[src/rtl/fbscan_pkg.sv]
package fbscan_pkg;

  // Control register layout: enable in bit 0, half-turn in bit 1.
  typedef struct packed {
    logic rotate;
    logic enable;
  } scan_ctrl_t;

  localparam int unsigned CTRL_W = $bits(scan_ctrl_t);

endpackage

[src/rtl/fbscan_regs.sv]
module fbscan_regs
  import fbscan_pkg::*;
#(
  parameter int AW        = 32,
  parameter int BASE_BITS = 11
) (
  input  logic                 clk,
  input  logic                 rst,
  input  logic                 wr_en,
  input  logic                 rd_en,
  input  logic                 sel_ctrl,
  input  logic [AW-1:0]        wdata,
  output logic [AW-1:0]        rdata,
  input  logic                 frame_start,
  output logic [BASE_BITS-1:0] act_base,
  output scan_ctrl_t           act_ctrl
);

  localparam int LOW_BITS = AW - BASE_BITS;

  logic [BASE_BITS-1:0] base_q;
  scan_ctrl_t           ctrl_q;
  logic                 unused_wdata;

  assign unused_wdata = ^wdata[LOW_BITS-1:CTRL_W];

  // Programmed copy answers the bus; applied copy drives the scan.
  always_ff @(posedge clk) begin
    if (rst) begin
      base_q   <= '0;
      ctrl_q   <= '0;
      act_base <= '0;
      act_ctrl <= '0;
      rdata    <= '0;
    end else begin
      if (frame_start) begin
        act_base <= base_q;
        act_ctrl <= ctrl_q;
      end
      if (wr_en) begin
        if (sel_ctrl) ctrl_q <= scan_ctrl_t'(wdata[CTRL_W-1:0]);
        else          base_q <= wdata[AW-1:LOW_BITS];
      end
      if (rd_en)
        rdata <= sel_ctrl ? {{(AW-CTRL_W){1'b0}}, ctrl_q}
                          : {base_q, {LOW_BITS{1'b0}}};
      else
        rdata <= '0;
    end
  end

  // origin read-back never shows low bits
  a_r4_low_zero: assert property (@(posedge clk) disable iff (rst)
    (rd_en && !sel_ctrl) |=> (rdata[LOW_BITS-1:0] == '0));

  // control read-back carries only the two defined bits
  a_r2_ctrl_upper_zero: assert property (@(posedge clk) disable iff (rst)
    (rd_en && sel_ctrl) |=> (rdata[AW-1:CTRL_W] == '0));

  // applied settings move only on a frame-start pulse
  a_r10_hold_between_frames: assert property (@(posedge clk) disable iff (rst)
    !frame_start |=> ($stable(act_base) && $stable(act_ctrl)));

endmodule

[src/rtl/fbscan_addr.sv]
module fbscan_addr
  import fbscan_pkg::*;
#(
  parameter int AW        = 32,
  parameter int BASE_BITS = 11,
  parameter int H_VIS     = 640,
  parameter int V_VIS     = 480,
  parameter int ROW_WORDS = 1024,
  parameter int COL_W     = $clog2(ROW_WORDS),
  parameter int ROW_W     = $clog2(V_VIS)
) (
  input  logic                 clk,
  input  logic                 rst,
  input  logic                 pix_valid,
  input  logic [COL_W-1:0]     pix_col,
  input  logic [ROW_W-1:0]     pix_row,
  input  logic [BASE_BITS-1:0] base,
  input  scan_ctrl_t           ctrl,
  output logic                 mem_req,
  output logic [AW-1:0]        mem_addr,
  output logic                 s1_valid
);

  localparam int LOW_BITS  = AW - BASE_BITS;
  localparam int STRIDE_SH = $clog2(ROW_WORDS);
  localparam int BYTE_SH   = 2;

  logic             in_range;
  logic             fetch;
  logic [COL_W-1:0] col_eff;
  logic [ROW_W-1:0] row_eff;
  logic [AW-1:0]    word_off;
  logic [AW-1:0]    base_addr;

  always_comb begin
    in_range  = (pix_col < COL_W'(H_VIS)) && (pix_row < ROW_W'(V_VIS));
    fetch     = pix_valid && in_range && ctrl.enable;
    col_eff   = ctrl.rotate ? (COL_W'(H_VIS - 1) - pix_col) : pix_col;
    row_eff   = ctrl.rotate ? (ROW_W'(V_VIS - 1) - pix_row) : pix_row;
    word_off  = (AW'(row_eff) << STRIDE_SH) + AW'(col_eff);
    base_addr = {base, {LOW_BITS{1'b0}}};
  end

  always_ff @(posedge clk) begin
    if (rst) begin
      mem_req  <= 1'b0;
      mem_addr <= '0;
      s1_valid <= 1'b0;
    end else begin
      mem_req  <= fetch;
      s1_valid <= pix_valid;
      if (fetch) mem_addr <= base_addr + (word_off << BYTE_SH);
    end
  end

  // a request follows a sampled raster position
  a_r3_req_from_valid: assert property (@(posedge clk) disable iff (rst)
    mem_req |-> $past(pix_valid));

  // a disabled display issues no request
  a_r6_idle_no_req: assert property (@(posedge clk) disable iff (rst)
    !ctrl.enable |=> !mem_req);

  // requested column lies in the shown part of the row
  a_r8_col_visible: assert property (@(posedge clk) disable iff (rst)
    mem_req |-> (mem_addr[STRIDE_SH+BYTE_SH-1:BYTE_SH] < COL_W'(H_VIS)));

  // requested row lies inside the frame
  a_r8_row_visible: assert property (@(posedge clk) disable iff (rst)
    mem_req |-> (mem_addr[STRIDE_SH+ROW_W+BYTE_SH-1:STRIDE_SH+BYTE_SH] < ROW_W'(V_VIS)));

endmodule

[src/rtl/fbscan_unpack.sv]
module fbscan_unpack #(
  parameter int DW = 32,
  parameter int CW = 8
) (
  input  logic          clk,
  input  logic          rst,
  input  logic          s1_valid,
  input  logic          s1_fetch,
  input  logic [DW-1:0] mem_rdata,
  output logic          px_valid,
  output logic [CW-1:0] px_red,
  output logic [CW-1:0] px_green,
  output logic [CW-1:0] px_blue
);

  logic s2_valid;
  logic s2_fetch;
  logic unused_pad;

  assign unused_pad = ^mem_rdata[DW-1:3*CW];

  always_ff @(posedge clk) begin
    if (rst) begin
      s2_valid <= 1'b0;
      s2_fetch <= 1'b0;
      px_valid <= 1'b0;
      px_red   <= '0;
      px_green <= '0;
      px_blue  <= '0;
    end else begin
      s2_valid <= s1_valid;
      s2_fetch <= s1_fetch;
      px_valid <= s2_valid;
      if (s2_fetch) begin
        px_red   <= mem_rdata[3*CW-1:2*CW];
        px_green <= mem_rdata[2*CW-1:CW];
        px_blue  <= mem_rdata[CW-1:0];
      end else begin
        px_red   <= '0;
        px_green <= '0;
        px_blue  <= '0;
      end
    end
  end

  // output strobe trails the request stage by two cycles
  a_r9_valid_latency: assert property (@(posedge clk) disable iff (rst)
    px_valid |-> $past(s1_valid, 2));

  // colour is black whenever no pixel is presented
  a_r9_black_when_idle: assert property (@(posedge clk) disable iff (rst)
    !px_valid |-> (px_red == '0 && px_green == '0 && px_blue == '0));

  // no fetch, no colour
  a_r6_black_without_fetch: assert property (@(posedge clk) disable iff (rst)
    !$past(s1_fetch, 2) |-> (px_red == '0 && px_green == '0 && px_blue == '0));

endmodule

[src/rtl/fbscan_top.sv]
module fbscan_top
  import fbscan_pkg::*;
#(
  parameter int AW        = 32,
  parameter int DW        = 32,
  parameter int CW        = 8,
  parameter int BASE_BITS = 11,
  parameter int H_VIS     = 640,
  parameter int V_VIS     = 480,
  parameter int ROW_WORDS = 1024,
  parameter int COL_W     = $clog2(ROW_WORDS),
  parameter int ROW_W     = $clog2(V_VIS)
) (
  input  logic             clk,
  input  logic             rst,
  input  logic             reg_wr,
  input  logic             reg_rd,
  input  logic [2:0]       reg_addr,
  input  logic [AW-1:0]    reg_wdata,
  output logic [AW-1:0]    reg_rdata,
  input  logic             frame_start,
  input  logic             pix_valid,
  input  logic [COL_W-1:0] pix_col,
  input  logic [ROW_W-1:0] pix_row,
  output logic             mem_req,
  output logic [AW-1:0]    mem_addr,
  input  logic [DW-1:0]    mem_rdata,
  output logic             px_valid,
  output logic [CW-1:0]    px_red,
  output logic [CW-1:0]    px_green,
  output logic [CW-1:0]    px_blue
);

  logic [BASE_BITS-1:0] act_base;
  scan_ctrl_t           act_ctrl;
  logic                 s1_valid;
  logic                 unused_offset;

  assign unused_offset = ^reg_addr[1:0];

  fbscan_regs #(
    .AW        (AW),
    .BASE_BITS (BASE_BITS)
  ) u_regs (
    .clk         (clk),
    .rst         (rst),
    .wr_en       (reg_wr),
    .rd_en       (reg_rd),
    .sel_ctrl    (reg_addr[2]),
    .wdata       (reg_wdata),
    .rdata       (reg_rdata),
    .frame_start (frame_start),
    .act_base    (act_base),
    .act_ctrl    (act_ctrl)
  );

  fbscan_addr #(
    .AW        (AW),
    .BASE_BITS (BASE_BITS),
    .H_VIS     (H_VIS),
    .V_VIS     (V_VIS),
    .ROW_WORDS (ROW_WORDS),
    .COL_W     (COL_W),
    .ROW_W     (ROW_W)
  ) u_addr (
    .clk       (clk),
    .rst       (rst),
    .pix_valid (pix_valid),
    .pix_col   (pix_col),
    .pix_row   (pix_row),
    .base      (act_base),
    .ctrl      (act_ctrl),
    .mem_req   (mem_req),
    .mem_addr  (mem_addr),
    .s1_valid  (s1_valid)
  );

  fbscan_unpack #(
    .DW (DW),
    .CW (CW)
  ) u_unpack (
    .clk       (clk),
    .rst       (rst),
    .s1_valid  (s1_valid),
    .s1_fetch  (mem_req),
    .mem_rdata (mem_rdata),
    .px_valid  (px_valid),
    .px_red    (px_red),
    .px_green  (px_green),
    .px_blue   (px_blue)
  );

  // overall position-to-pixel latency is three cycles
  a_r9_end_to_end: assert property (@(posedge clk) disable iff (rst)
    px_valid |-> $past(pix_valid, 3));

endmodule

[config.mk]
export PLATFORM = sky130hd
export DESIGN_NAME = fbscan_top
export DESIGN_NICKNAME = d
export VERILOG_FILES = /design/src/rtl/fbscan_pkg.sv /design/src/rtl/fbscan_regs.sv /design/src/rtl/fbscan_addr.sv /design/src/rtl/fbscan_unpack.sv /design/src/rtl/fbscan_top.sv
export SDC_FILE = /design/constraint.sdc
export NUM_CORES = 1
export LEC_CHECK = 0
export BUFFER_PORTS_ARGS = -buffer_cell sky130_fd_sc_hd__buf_2
export CAP_MARGIN = 20
export CORE_MARGIN = 5
export CORE_UTILIZATION = 47
export CTS_CLUSTER_SIZE = 8
export DETAILED_ROUTE_END_ITERATION = 12
export PLACE_DENSITY_LB_ADDON = 0.1
export SYNTH_ARGS = -nofsm -noshare
export SYNTH_HDL_FRONTEND = slang
export SYNTH_HIERARCHICAL = 1
export SYNTH_SLANG_ARGS = --single-unit
[constraint.sdc]
create_clock -name clk -period 1.8 [get_ports clk]
set_input_delay 0.09 -clock clk [delete_from_list [all_inputs] [get_ports clk]]
set_output_delay 0.09 -clock clk [all_outputs]
set_load 0.01 [all_outputs]
==> out/summary.log, run 1 <==
INFO  min_path       class_of_the_worst_hold_path=in -> reg
INFO  floorplanning  start_util=48.56%
INFO  power          power.static_leakage=2.341nW
INFO  routing        ant_nets=0
INFO  timing         fmax=0.7345GHz
INFO  floorplanning  core_area=8299um^2
INFO  global_routing global_route_wire_length_before_repair=13.82mm
INFO  clocking       cts-buffers-inserted=9
INFO  global_routing grt.busiest_layer=met2
INFO  timing         period_share=75.64%
INFO  worst_setup_path cp_top_family=buffers and inverters
INFO  place          post_detail_place_hpwl=6.102mm
INFO  floorplanning  dieArea=10530um^2
INFO  synthesis      syn_avg_cell_area=11.07um^2
INFO  synthesis      yosysWarningCount=6
INFO  timing         timing_hold_violations_final=0
INFO  cells_and_area nets=609
INFO  global_routing grt_antenna_before_repair=0
INFO  synthesis      synth-seq-cells=98
INFO  timing         post-route-worst-setup-slack=0.4385ns
INFO  synthesis      synthTopCellsByCount=sky130_fd_sc_hd__dfxtp_1, sky130_fd_sc_hd__nand2b_1, sky130_fd_sc_hd__mux2i_1
INFO  timing         timing_worst_slew_pin_value=0.6044ns
INFO  cells_and_area post_route_cells_drive_above_1_share=35.14%
INFO  synthesis      post-synth-top-area-cell=sky130_fd_sc_hd__dfxtp_1
INFO  worst_setup_path setup.worst_path.end_class=flop
INFO  clocking       clkTransAtPathRegs=0.09ns
INFO  flow_run       max_cap_violations=0
INFO  worst_setup_path kind_of_critical_path=in -> reg
INFO  worst_setup_path reg2reg_to=u_addr/mem_addr[3]
INFO  routing        detail_route.wl_per_cell=14.58um
INFO  worst_setup_path critPathSlowestCell=sky130_fd_sc_hd__dlygate4sd3_1
INFO  routing        drc=0
INFO  global_routing global_route.usage.met1=20.36%
INFO  synthesis      synth.yosys.seq_area_share=48.68%
INFO  synthesis      synth_async_sr_flop_share=0%
INFO  worst_setup_path path_buf_inv=2
INFO  global_routing grt_util_all_layers=16.48%
INFO  global_routing overflow=0
INFO  power          total_power=3.813mW
INFO  global_routing use_met2=27.81%
INFO  synthesis      dominantRegCellSynth=sky130_fd_sc_hd__dfxtp_1
INFO  routing        drt_iter0_drc=83
INFO  cells_and_area multi_input_comb_area=1772um^2
INFO  worst_setup_path rr_startpoint=u_regs/act_ctrl[1]
INFO  place          port_buffers=131
INFO  power          power.ir.vdd_worst=0.4561mV
INFO  timing         grt_setup_unrepaired=no
INFO  clocking       cts_post_setup_buffers_inserted=0
INFO  routing        firstDrtPassIters=5
INFO  floorplanning  i_o_pin_cnt=182
INFO  worst_setup_path critical_path.cell_chain=dlygate4sd3_1 > buf_2 > and2_1 > and3_4 > mux2i_1
INFO  cells_and_area register_area=1962um^2
INFO  synthesis      postSynthCellCount=364
INFO  cells_and_area area_growth_syn_to_layout=25.74%
INFO  power          powerDensity=752.4nW/um^2
INFO  synthesis      synth_cell_type_count=38
INFO  global_routing grt_pass1_vias=2877
INFO  routing        avgViaCountPerCell=4.772
INFO  synthesis      yosys-top-cells-area=sky130_fd_sc_hd__dfxtp_1, sky130_fd_sc_hd__mux2i_1, sky130_fd_sc_hd__nand2b_1, sky130_fd_sc_hd__and3b_1, sky130_fd_sc_hd__buf_4
INFO  cells_and_area layout.filler_cells=712
INFO  global_routing grt_start_max_net_pins=83
INFO  timing         finClkSkew=0.01032ns
INFO  clocking       cts.sinks=98
INFO  clocking       clockBufferDepth=2
INFO  global_routing grt_use_met3=5.751%
INFO  worst_setup_path setup.worst_path.start_class=input port
INFO  cells_and_area post-route-util=61.06%
INFO  synthesis      synth_largest_type_area_fraction=48.68%
INFO  timing         slew_headroom=59.65%
INFO  worst_setup_path cp_data_arrival_time=1.64ns
INFO  floorplanning  die-height=102.6um
INFO  min_path       min_delay_path_depth=3
INFO  place          gp_congestion=0.7753
INFO  clocking       clock-root-buffer=sky130_fd_sc_hd__clkbuf_8
INFO  cells_and_area num_antenna_cells=0
INFO  timing         number_of_pins_with_negative_max_slew_slack_in_the_final_report=0
INFO  worst_setup_path max_stage_delay=0.54ns
INFO  floorplanning  die_width=102.6um
INFO  routing        routed_wl=9.086mm
INFO  worst_setup_path crit_path_max_fanout=29
INFO  routing        dr_total_vias=2973
INFO  place          pre_cts_slack=0.4384ns
INFO  synthesis      synthMostInstantiatedCell=sky130_fd_sc_hd__dfxtp_1
INFO  outcome        status=completed
INFO  synthesis      synth_edf_count=0
INFO  clocking       worstSkewPairLatency=0.34ns
INFO  worst_setup_path r2r.worst_path.cells=3
INFO  timing         timing.final.setup_violations=0
INFO  worst_setup_path r2r_setup_slack=0.46ns
INFO  clocking       clock_tree_from_tritoncts=yes
INFO  worst_setup_path critical_path_required=2.08ns
INFO  timing         setup_total_negative_slack=0ns
INFO  synthesis      synthesis.area=4030um^2
INFO  clocking       h-tree-depth=3
INFO  min_path       hold_start=reg_wdata[25]
INFO  min_path       worstHoldEndpoint=u_regs/base_q[4]
INFO  floorplanning  num_rows=33
INFO  timing         final_period_minus_worst_setup_slack=1.362ns
[worst max path at each step]
stage                  startpoint                   to  cells past startpoint
2_1_floorplan  u_regs/act_ctrl[0]  u_addr/mem_addr[27]                      6
3_3_place_gp           pix_row[5]  u_addr/mem_addr[24]                      5
3_5_place_dp           pix_row[5]  u_addr/mem_addr[26]                      5
4_1_cts        u_regs/act_ctrl[1]   u_addr/mem_addr[2]                      3
5_1_grt        u_regs/act_ctrl[1]   u_addr/mem_addr[4]                      3
6_report                pix_valid  u_addr/mem_addr[24]                      5
[per-stage QoR]
stage,instance area (um^2),hold slack (ns),std cells
6_report,5067,0.01923,623
4_1_cts,5067,0.0003385,623
5_1_grt,5067,0.01549,623
3_3_place_gp,4601,0.3093,578
2_1_floorplan,4101,0.2182,383
3_5_place_dp,4601,0.3237,578
[cell type report]
cell class,instances,share of cell area (%)
sequential,98,38.72
tap,105,2.593
clock inverter,6,0.8395
clock buffer,9,2.444
multi-input combinational,234,34.96
timing repair buffer,169,20.30
inverter,2,0.1481
[power breakdown]
group	internal [mW]	leakage [nW]	switching, mW
registers	2.20	0.792	0.0210
logic	0.190	1.47	0.177
clock network	0.497	0.0815	0.730
total	2.88	2.34	0.928
[sequential cells by signal (all words and copies together) (netlist names)]
register,flops
u_unpack/px_blue,8
u_regs/ctrl_q,2
u_addr/s1_valid,1
u_unpack/s2_valid,1
u_unpack/px_red,8
u_regs/act_base,11
u_regs/rdata,13
u_addr/mem_addr,30
u_addr/mem_req,1
u_unpack/px_valid,1
u_unpack/px_green,8
u_regs/base_q,11
u_unpack/s2_fetch,1
u_regs/act_ctrl,2
[worst reg2reg max path, delay by kind of cell (launching register included)]
kind	cells	cell delay (ns)
AO/OA/AOI/OAI	1	0.25
XOR/XNOR	1	0.09
flip-flops	1	0.65
buffers and inverters	1	0.28
[cells in the final DEF (no fill, tap or decap), drive strengths merged]
cell         instances
inv                  3
and3                 3
a21bo                3
nand4bb             11
a211o                1
buf                139
and2                12
dfxtp               98
ha                   3
xnor2               13
nor2                15
nand2                1
a31oi               16
a21oi                2
nor3b                1
o21ai               12
nor2b                7
clkbuf               9
nand2b              38
nand3                5
a311oi               1
mux2i               28
a211oi              15
conb                21
and3b               24
xor2                 1
clkinv               3
dlygate4sd3         30
nand3b               1
clkinvlp             2
[logic make-up after synthesis]
family	after synthesis	share of synthesized area, %
buffers and inverters	51	9.128
other	2	0.1863
AOI/OAI and AO/OA	50	10.21
adders and majority gates	3	0.9315
and+or+nand+nor	118	20.86
DFF	98	48.68
muxes	28	6.954
xor gates and xnor gates	14	3.043
[routing by layer]
layer  share of wire, %  up-vias  wire [um]
met4                1.1        0        100
met2                 48      107       4349
li1                   -     1503          -
met3                9.2        8        834
met5                  0        -          0
met1                 42     1355       3801
[what timing repair did]
action | CTS | global route
endpoints found under the hold margin | 30 | 0
gates resized for setup | 0 | 0
endpoints found under the setup margin | 0 | 0
hold buffers | 30 | 0
No activity file was read; power rests on OpenSTA's default activity.
==> run 2: changes to the inputs <==
--- a/config.mk
+++ b/config.mk
@@ -8,7 +8,7 @@
 export BUFFER_PORTS_ARGS = -buffer_cell sky130_fd_sc_hd__buf_2
 export CAP_MARGIN = 20
 export CORE_MARGIN = 5
-export CORE_UTILIZATION = 47
+export CORE_UTILIZATION = 42
 export CTS_CLUSTER_SIZE = 8
 export DETAILED_ROUTE_END_ITERATION = 12
 export PLACE_DENSITY_LB_ADDON = 0.1
==> constraint.sdc (replaced) <==
create_clock -name clk -period 1.2 [get_ports clk]
set_input_delay 0.06 -clock clk [delete_from_list [all_inputs] [get_ports clk]]
set_output_delay 0.06 -clock clk [all_outputs]
set_load 0.01 [all_outputs]
==> run 2 against run 1 <==
  * Routed wire length up 5.6%
  * Global-route usage about the same
  * Flip-flop and latch count unchanged
  * Via count up 4.3%
  * Critical endpoint is now u_addr/mem_addr[20]
  * Critical path depth up 1
  * Utilization down 2.4 points
  * Non-clock buffer count up 32
  * Count of clock-buffer cells in the layout up 1
  * Power up 55%
  * Sequential share of layout area down 2.7 points
  * Critical path type unchanged
  * Setup slack worse by 0.40 ns
  * First-iteration DRC count up 8.4%
==> out/summary.log, run 2 (synthesis results as in run 1) <==
INFO  outcome        status=completed
INFO  timing         setup_total_negative_slack=0ns
INFO  worst_setup_path critical_path_required=1.47ns
INFO  clocking       worstSkewPairLatency=0.36ns
INFO  routing        dr_total_vias=3102
INFO  cells_and_area multi_input_comb_area=1782um^2
INFO  power          powerDensity=1082nW/um^2
INFO  floorplanning  core_area=9284um^2
INFO  global_routing grt_use_met3=5.612%
INFO  clocking       cts.sinks=98
INFO  global_routing global_route_wire_length_before_repair=15.27mm
INFO  timing         finClkSkew=0.01369ns
INFO  clocking       clockBufferDepth=2
INFO  clocking       clock_tree_from_tritoncts=yes
INFO  place          port_buffers=131
INFO  power          power.ir.vdd_worst=0.5568mV
INFO  worst_setup_path crit_path_max_fanout=18
INFO  cells_and_area post_route_cells_drive_above_1_share=36.30%
INFO  global_routing grt_start_max_net_pins=42
INFO  timing         period_share=96.63%
INFO  power          power.static_leakage=2.501nW
INFO  place          dp.cells=615
INFO  routing        drt_iter0_drc=90
INFO  worst_setup_path kind_of_critical_path=in -> reg
INFO  floorplanning  dieArea=11650um^2
INFO  worst_setup_path critPathSlowestCell=sky130_fd_sc_hd__dlygate4sd3_1
INFO  floorplanning  num_rows=35
INFO  timing         timing_worst_slew_pin_value=0.6098ns
INFO  timing         fmax=0.8624GHz
INFO  place          post_detail_place_hpwl=6.502mm
INFO  place          gp_congestion=0.7709
INFO  clocking       clock-root-buffer=sky130_fd_sc_hd__clkbuf_8
INFO  cells_and_area register_area=1964um^2
INFO  routing        drc=0
INFO  cells_and_area num_antenna_cells=0
INFO  timing         slew_headroom=59.29%
INFO  cells_and_area finalNonFillerCells=680
INFO  cells_and_area largest_reg_flops=30
INFO  global_routing grt.busiest_layer=met2
INFO  cells_and_area area_growth_syn_to_layout=35.18%
INFO  routing        ant_nets=0
INFO  routing        detail_route.wl_per_cell=14.10um
INFO  global_routing use_met2=28.06%
INFO  routing        avgViaCountPerCell=4.562
INFO  cells_and_area largest-register=u_addr/mem_addr
INFO  floorplanning  start_util=43.41%
INFO  cells_and_area finish.instance_area=5448um^2
INFO  clocking       h-tree-depth=3
INFO  floorplanning  i_o_pin_cnt=182
INFO  timing         number_of_pins_with_negative_max_slew_slack_in_the_final_report=0
INFO  flow_run       max_cap_violations=0
INFO  cells_and_area layout.cells.most_common=sky130_fd_sc_hd__buf_2
INFO  timing         timing_hold_violations_final=0
INFO  min_path       class_of_the_worst_hold_path=in -> reg
INFO  place          dpl_cell_area=4766um^2
INFO  cells_and_area nets=641
INFO  cells_and_area largestRegisters=u_addr/mem_addr x30, u_regs/rdata x13
INFO  clocking       cts-buffers-inserted=9
INFO  global_routing grt_pass1_vias=3137
INFO  global_routing overflow=0
INFO  timing         timing.final.setup_violations=0
INFO  global_routing global_route.usage.met1=20.29%
INFO  worst_setup_path max_stage_delay=0.54ns
INFO  worst_setup_path setup.worst_path.start_class=input port
INFO  cells_and_area layout_common_cells=sky130_fd_sc_hd__buf_2, sky130_fd_sc_hd__dfxtp_1, sky130_fd_sc_hd__dlygate4sd3_1
INFO  routing        firstDrtPassIters=4
INFO  timing         post-route-worst-setup-slack=0.04040ns
INFO  cells_and_area layout.filler_cells=856
INFO  place          pre_cts_slack=0.04259ns
INFO  timing         grt_setup_unrepaired=yes
INFO  worst_setup_path cp_data_arrival_time=1.43ns
INFO  worst_setup_path critical_path.cell_chain=dlygate4sd3_1 > buf_2 > and2_4 > and3_4 > buf_12 > a311oi_1
INFO  worst_setup_path setup.worst_path.end_class=flop
INFO  routing        routed_wl=9.591mm
INFO  floorplanning  die-height=108.0um
INFO  clocking       clkTransAtPathRegs=0.09ns
INFO  timing         final_period_minus_worst_setup_slack=1.160ns
INFO  global_routing grt_util_all_layers=16.51%
INFO  floorplanning  die_width=108.0um
INFO  global_routing grt_antenna_before_repair=0
INFO  power          total_power=5.895mW
run 2: changes by cell type in the layout (fill, tap and decap cells not counted), moves of 2 or more:
cell and change:
sky130_fd_sc_hd__buf_12 +3, sky130_fd_sc_hd__buf_4 +9, sky130_fd_sc_hd__dfxtp_1 -2, sky130_fd_sc_hd__dfxtp_2 +2
sky130_fd_sc_hd__dlygate4sd3_1 +19, sky130_fd_sc_hd__inv_6 +2
run 2: timing repair:
action | in CTS | in global routing
hold buffers | 49 | 0
endpoints found under the hold margin | 49 | 0
setup endpoints to repair | 0 | 30
buffers inserted | 0 | 0
resized for setup | 0 | 6
run 2: power breakdown:
| group | switching, mW | internal, mW | total, mW |
|---|---|---|---|
| Combinational | 0.285 | 0.354 | 0.638 |
| Clock | 1.15 | 0.778 | 1.93 |
| Sequential | 0.0293 | 3.30 | 3.33 |
| Total | 1.47 | 4.43 | 5.90 |
run 2: layout make-up:
type,count,area share (%)
clock inverter,6,0.8728
clock buffer,10,2.343
multi-input combinational,234,32.71
sequential,98,36.06
timing repair buffer,201,24.92
tap,129,2.963
inverter,2,0.1378
run 2: path summary, 6_finish.rpt:
kind	from	to	slack, ns	depth (start not counted)
max	pix_valid	u_addr/mem_addr[20]	0.04	6
min	pix_col[6]	u_addr/mem_addr[8]	0.03	3
max reg2reg	u_regs/act_ctrl[0]	u_addr/mem_addr[22]	0.07	4
min reg2reg	u_addr/s1_valid	u_unpack/s2_valid	0.45	1
run 2: worst max-delay path, delay by kind of cell:
kind / cells / cell delay, ns
buffers and inverters: 3 / 0.83
AND/OR/NAND/NOR: 2 / 0.33
AO/OA/AOI/OAI: 1 / 0.20
run 2: layer usage:
metal	routed length [um]	share of wire, %
met1	4152	43
met2	4637	48
met3	726	7.6
met4	74	0.77
met5	0	0
run 2: through the flow:
stage               utilization [%]  hold WS (ns)
floorplan                         -        0.1882
global placement              51.33        0.2794
detailed placement            51.33        0.2959
CTS                           58.50      0.003962
global route                  58.68       0.01853
finish                        58.68       0.02911
